**src/rtl/cco_seq_pkg.sv**
```systemverilog
// Shared defaults and helpers for the connection-bit sequencer.
// Assumes stream and channel counts are powers of two.
package cco_seq_pkg;
    localparam int unsigned DEF_STREAMS  = 16;
    localparam int unsigned DEF_CHANNELS = 32;
    localparam int unsigned DEF_LEAD     = 1;

    // Channel whose bits are sent during a given slot, `lead` slots ahead.
    function automatic int unsigned lead_channel(int unsigned slot,
                                                 int unsigned lead,
                                                 int unsigned chans);
        return (slot + lead) % chans;
    endfunction
endpackage

```
**src/rtl/cco_pos_counter.sv**
```systemverilog
// Frame position counter. It counts clocks within a frame and wraps naturally
// at 2**POS_W. A frame pulse forces the next position to 0.
// Assumes the frame length is a power of two.
module cco_pos_counter #(
    parameter int unsigned POS_W = 9
) (
    input  logic             clk,
    input  logic             rst_n,
    input  logic             frame_pulse,
    output logic [POS_W-1:0] pos_next
);
    logic [POS_W-1:0] pos_q;

    // Next position: a restart on a pulse, otherwise one step on.
    always_comb begin
        pos_next = frame_pulse ? '0 : pos_q + POS_W'(1);
    end

    // Position register.
    always_ff @(posedge clk) begin
        if (!rst_n) pos_q <= '0;
        else        pos_q <= pos_next;
    end
endmodule

```
**src/rtl/cco_loc_map.sv**
```systemverilog
// Maps a frame position to the array location whose bit is sent there.
// Low SW bits of the position give the stream. The upper CW bits give the
// slot, and the slot advanced by LEAD gives the channel.
module cco_loc_map
    import cco_seq_pkg::*;
#(
    parameter int unsigned SW       = 4,
    parameter int unsigned CW       = 5,
    parameter int unsigned CHANNELS = 32,
    parameter int unsigned LEAD     = 1
) (
    input  logic [SW+CW-1:0] pos,
    output logic [SW+CW-1:0] loc
);
    logic [CW-1:0] slot;
    logic [SW-1:0] stream;
    logic [CW-1:0] chan;

    // Split the position into slot and stream fields.
    always_comb begin
        slot   = pos[SW+CW-1:SW];
        stream = pos[SW-1:0];
    end

    generate
        if ((LEAD % CHANNELS) == 0) begin : g_no_lead
            // No lead: the channel is the slot itself.
            always_comb chan = slot;
        end else begin : g_lead
            // Lead: the channel runs LEAD slots ahead, modulo the channel count.
            always_comb chan = CW'(lead_channel(32'(slot), LEAD, CHANNELS));
        end
    endgenerate

    // Location index is {stream, channel}.
    always_comb loc = {stream, chan};
endmodule

```
**src/rtl/cco_out_stage.sv**
```systemverilog
// Output registers. The read address is held in a register so that it
// changes on one edge only. The serial bit is registered from the array's
// combinational read data, so it lags the address by one clock.
module cco_out_stage #(
    parameter int unsigned AW      = 9,
    parameter int unsigned RST_LOC = 1
) (
    input  logic          clk,
    input  logic          rst_n,
    input  logic [AW-1:0] loc_next,
    input  logic          rd_bit,
    output logic [AW-1:0] rd_addr,
    output logic          ser_out
);
    // Address register, loaded with the location for the next position.
    always_ff @(posedge clk) begin
        if (!rst_n) rd_addr <= AW'(RST_LOC);
        else        rd_addr <= loc_next;
    end

    // Serial output register, capturing the bit read at the current address.
    always_ff @(posedge clk) begin
        if (!rst_n) ser_out <= 1'b0;
        else        ser_out <= rd_bit;
    end
endmodule

```
**src/rtl/cco_bit_sequencer.sv**
```systemverilog
// Connection-bit serial output sequencer (top). It sends one control bit per
// connection-memory location each frame. Each channel's bits for all streams
// go out during the slot before that channel. Assumes STREAMS and CHANNELS are
// powers of two and that the array answers combinationally.
module cco_bit_sequencer
    import cco_seq_pkg::*;
#(
    parameter  int unsigned STREAMS  = DEF_STREAMS,
    parameter  int unsigned CHANNELS = DEF_CHANNELS,
    parameter  int unsigned LEAD     = DEF_LEAD,
    localparam int unsigned SW       = $clog2(STREAMS),
    localparam int unsigned CW       = $clog2(CHANNELS),
    localparam int unsigned AW       = SW + CW
) (
    input  logic          clk,
    input  logic          rst_n,
    input  logic          frame_pulse,
    output logic [AW-1:0] rd_addr,
    input  logic          rd_bit,
    output logic          ser_out
);
    localparam int unsigned RST_LOC = LEAD % CHANNELS;

    logic [AW-1:0] pos_next;
    logic [AW-1:0] loc_next;

    cco_pos_counter #(.POS_W(AW)) u_pos (
        .clk         (clk),
        .rst_n       (rst_n),
        .frame_pulse (frame_pulse),
        .pos_next    (pos_next)
    );

    cco_loc_map #(.SW(SW), .CW(CW), .CHANNELS(CHANNELS), .LEAD(LEAD)) u_map (
        .pos (pos_next),
        .loc (loc_next)
    );

    cco_out_stage #(.AW(AW), .RST_LOC(RST_LOC)) u_out (
        .clk      (clk),
        .rst_n    (rst_n),
        .loc_next (loc_next),
        .rd_bit   (rd_bit),
        .rd_addr  (rd_addr),
        .ser_out  (ser_out)
    );
endmodule

```
**config.mk**
```make
export PLATFORM = sky130hd
export DESIGN_NAME = cco_bit_sequencer
export DESIGN_NICKNAME = d
export VERILOG_FILES = /design/src/rtl/cco_seq_pkg.sv /design/src/rtl/cco_pos_counter.sv /design/src/rtl/cco_loc_map.sv /design/src/rtl/cco_out_stage.sv /design/src/rtl/cco_bit_sequencer.sv
export SDC_FILE = /design/constraint.sdc
export NUM_CORES = 1
export LEC_CHECK = 0
export BUFFER_PORTS_ARGS = -buffer_cell sky130_fd_sc_hd__buf_2
export CAP_MARGIN = 20
export CORE_MARGIN = 10
export CORE_UTILIZATION = 27
export CTS_CLUSTER_SIZE = 40
export DETAILED_ROUTE_END_ITERATION = 8
export PLACE_DENSITY = 0.42
export SETUP_SLACK_MARGIN = 0.2
export SLEW_MARGIN = 40
export SYNTH_ARGS = -nofsm -noshare
export SYNTH_HDL_FRONTEND = slang
export SYNTH_SLANG_ARGS = --single-unit
```
**constraint.sdc**
```tcl
create_clock -name clk -period 2.4 [get_ports clk]
set_input_delay 0.48 -clock clk [delete_from_list [all_inputs] [get_ports clk]]
set_output_delay 0.48 -clock clk [all_outputs]
set_load 0.01 [all_outputs]
```
Word-level counts from Yosys, hierarchy flattened
Cells that the tools add are included.
{"block": "totals", "register_bits": 19, "inputBits": 4, "out_inout_bits": 10, "elab_cells": 6}
{"block": "classes", "add_sub_neg": 2, "muxes": 1}
{"operator": "$add A9 B1 Y9 const B", "count": 1}
{"operator": "$mux W9", "count": 1}
{"operator": "$add A5 B1 Y5 const B", "count": 1}

Depth between registers and ports, before layout
{"block": "logic_depth", "ltp_word": 3, "depth_mapped": 7, "mapped_depth_nobuf": 7}

Cells and area by module
From an unflattened synthesis, not the netlist that was laid out.
{"block": "unflattened", "cells_unflattened": 79, "hier_area_um2": 743.2}
{"module": "cco_pos_counter", "instances": 1, "cells_per_inst": 48, "area_per_inst_um2": 397.9, "seq_area_each_um2": 180.2}
{"module": "cco_out_stage", "instances": 1, "cells_per_inst": 20, "area_per_inst_um2": 262.8, "seq_area_each_um2": 200.2}
{"module": "cco_loc_map", "instances": 1, "cells_per_inst": 11, "area_per_inst_um2": 82.6, "seq_area_each_um2": 0.0}

Worst setup path before layout
No wires, ideal clock.
{"block": "synth_path", "path_kind": "register to register", "from": "register u_pos.pos_q[0]", "to": "register u_out.rd_addr[4]", "setup_ns": 0.121, "arrival_time_ns": 1.650, "required_ns": 2.279, "slack_ns": 0.629, "path_stages_with_launch": 7, "path_buffers": 0, "synth_period_minus_slack_ns": 1.771, "path_cell_list": "dfxtp_1 -> ha_1 -> inv_1 -> or3_1 -> a21oi_2 -> nand3_2 -> mux2_4"}
{"block": "synth_between", "elab_chain_cells": 3}
{"item": "from (decl)", "line_no": "cco_pos_counter.sv:12", "text": "logic [POS_W-1:0] pos_q;"}
{"item": "from (signal assigned)", "line_no": "cco_pos_counter.sv:22", "text": "else pos_q <= pos_next;"}
{"item": "$add A9 B1 Y9", "line_no": "cco_pos_counter.sv:16", "text": "pos_next = frame_pulse ? '0 : pos_q + POS_W'(1);"}
{"item": "$mux W9", "line_no": "cco_pos_counter.sv:16"}
{"item": "$add A5 B1 Y5", "line_no": "cco_seq_pkg.sv:12", "text": "return (slot + lead) % chans;"}
{"item": "to (signal assigned)", "line_no": "cco_out_stage.sv:17", "text": "if (!rst_n) rd_addr <= AW'(RST_LOC);"}
{"item": "to (signal assigned)", "line_no": "cco_out_stage.sv:18", "text": "else rd_addr <= loc_next;"}
{"item": "to (decl)", "line_no": "cco_out_stage.sv:12", "text": "output logic [AW-1:0] rd_addr,"}
Every way passes these cells.
A chain may end at the register's enable or synchronous reset.

Worst setup path in the final report
{"block": "layout_path", "from": "register u_pos.pos_q[0]", "to": "register u_out.rd_addr[3]"}
The elaborated chain is that of the path after synthesis.

==> flow_summary.json <==
{
  "period_needed_ns": 1.92,
  "ys_warn_count": 0,
  "seq_power_share": 0.612,
  "initial_utilization": 0.280,
  "clk_pin_slew_ns": 0.09,
  "p_int_uw": 322,
  "antenna_left": 0,
  "fin_nets": 93,
  "ys_top_cells_by_area": "dfxtp_1 (44%), nor2_1 (5.5%), and2_1 (4.6%), buf_4 (4.4%), xor2_1 (3.8%)",
  "p_leak_uw": 0.000326,
  "fmax_ghz": 0.521,
  "ctsResizeCount": 0,
  "top_level_ports": 14,
  "gr-total-overflow": 0,
  "cts-htree-levels": 1,
  "fin_skew_ns": 0.00467,
  "grt_max_degree": 10,
  "rsz0062_at_grt": "false",
  "rows": 18,
  "post-route-util": 0.320,
  "die_area_mm2": 0.00496,
  "worst_slew_pin_slew_ns": 0.282,
  "gp_congestion": 0.759,
  "vias": 503,
  "synthTopCellsByCount": "dfxtp_1 (15), nor2_1 (10), and2_1 (5), nand3_1 (5), buf_4 (4)",
  "cts_buffer_depth": 2,
  "routedWlPerCell_um": 11.2,
  "synth_top_flop_cell": "dfxtp_1",
  "end_kind": "flop",
  "crit_required_ns": 2.58,
  "grt_pass1_vias": 507,
  "critPathKind": "reg2reg",
  "grtUsageTotal": 0.0556,
  "setup.worst_path.start_class": "flop",
  "hpwl_mm": 1.01,
  "die_h_um": 70.4,
  "slew_headroom": 0.810,
  "async_flop_share": 0,
  "cp_data_arrival_time_ns": 2.10,
  "drt_iter0_drc": 30,
  "ys_types": 25,
  "cts_root_buffer": "clkbuf_4",
  "cts_tree": "done",
  "hold_viol": 0,
  "path_max_fanout": 7,
  "syn-num-nets": 79,
  "grt_first_pass_wirelength_mm": 2.26,
  "clk_latency_ns": 0.28,
  "min_path_type": "in2reg",
  "vdd_drop_max_mv": 0.212,
  "yosysTopAreaCell": "dfxtp_1",
  "drtPass1Iterations": 3,
  "switchingPower_uw": 92.6,
  "antenna_cells": 0,
  "antenna_found_initial": 0,
  "synth.top_cell.area_share": 0.437,
  "synth-seq-cells": 15,
  "yosysSeqAreaShare": 0.437,
  "power.density_mw_per_mm2": 528,
  "drv_slew": 0,
  "cts_buffers": 3,
  "combPwrFrac": 0.040,
  "setup_tns_ns": 0,
  "layout-drive-gt1-share": 0.279,
  "drv_cap": 0,
  "slowest_delay_ns": 0.43,
  "area_delta_synth_final_pct": 14.4,
  "setup_viol": 0,
  "period_share": 0.799,
  "path_cells": "ha_1 -> inv_1 -> nor4b_1 -> o21ai_0 -> a21boi_0 -> mux2_2",
  "syn-cell-area_um2": 687,
  "synth.most_common_cell": "dfxtp_1",
  "status": "completed",
  "fp.dieW_um": 70.4,
  "cts_setup_buffers": 0,
  "post-route-drc-count": 0,
  "routed_via_density": 4.34,
  "synth_edf_count": 0,
  "drt-total-wl_mm": 1.30,
  "p_total_uw": 415,
  "power_frac_clock": 0.348,
  "critPathSlowestCell": "dfxtp_1",
  "cts_sinks": 15,
  "io_buffers": 13,
  "ctsHoldBuffers": 0,
  "core_mm2": 0.00245,
  "synth_area_per_cell_um2": 9.41,
  "p_sw_frac": 0.223,
  "netlist_instances": 73
}
[registers in the layout, indices dropped and copies added, names as in the netlist]
name and cells:
u_out.rd_addr 5, u_pos.pos_q 9, u_out.ser_out 1
[path summary, 6_finish.rpt]
check	start	to	slack, ns	depth (start not counted)
setup / recovery	u_pos.pos_q[0]	u_out.rd_addr[3]	0.48	6
hold / removal	rd_bit	u_out.ser_out	0.40	2
setup reg to reg	u_pos.pos_q[0]	u_out.rd_addr[3]	0.48	6
hold reg to reg	u_pos.pos_q[0]	u_pos.pos_q[0]	0.50	1
[per-stage QoR]
step | instance area, µm² | hold slack [ns] | std cells | setup slack (ns)
after global routing | 786 | 0.393 | 116 | 0.304
after floorplan | 687 | 0.465 | 73 | 0.629
after CTS | 786 | 0.399 | 116 | 0.477
final | 786 | 0.401 | 116 | 0.481
after detailed placement | 759 | 0.487 | 112 | 0.501
after global placement | 759 | 0.484 | 112 | 0.515
[power groups by stage]
stage	logic (µW)	registers (µW)	clock network, µW
after detailed placement	16.9	260	0
after global routing	19.2	255	169
after CTS	17.1	254	151
after global placement	17.3	260	0
after floorplan	9.27	260	0
final	16.5	254	145
[worst max-delay path, delay by kind of cell, from the launching register on]
family / cells / cell delay, ns
DFF: 1 / 0.43
AOI/OAI and AO/OA: 2 / 0.36
muxes: 1 / 0.35
adders and majority gates: 1 / 0.29
and+or+nand+nor: 1 / 0.29
buffers and inverters: 1 / 0.10
[placed cells by master (no fill, tap or decap), types with 3 or more instances in the layout]
cell,n
clkbuf_4,3
inv_1,3
o21ai_0,3
dfxtp_1,15
nand3_1,5
and2_1,5
nor2_1,10
buf_2,13
xor2_1,3
nor2b_1,3
[final cells by class]
cell class,count,area (µm²)
multi-input cells,51,345
clock buffers,4,26.3
well taps,30,37.5
fillers,270,1670
inverters,3,11.3
flip-flops and latches,15,300
repair buffers,13,65.1
[routing by layer]
| metal | vias up | track usage | wire length [µm] |
|---|---|---|---|
| li1 | 269 | - | - |
| met1 | 226 | 0.0669 | 653 |
| met2 | 6 | 0.0858 | 586 |
| met3 | 2 | 0.0184 | 47 |
| met4 | 0 | 0.0263 | 13 |
| met5 | - | 0 | 0 |
[kinds of logic after synthesis]
family / count (synthesis) / synth area share
muxes: 3 / 0.0546
and+or+nand+nor: 32 / 0.264
adders and majority gates: 2 / 0.0364
AOI/OAI and AO/OA: 9 / 0.0838
DFF: 15 / 0.437
buffers and inverters: 7 / 0.0601
xor gates and xnor gates: 5 / 0.0638
(Power assumes the default switching activity.)
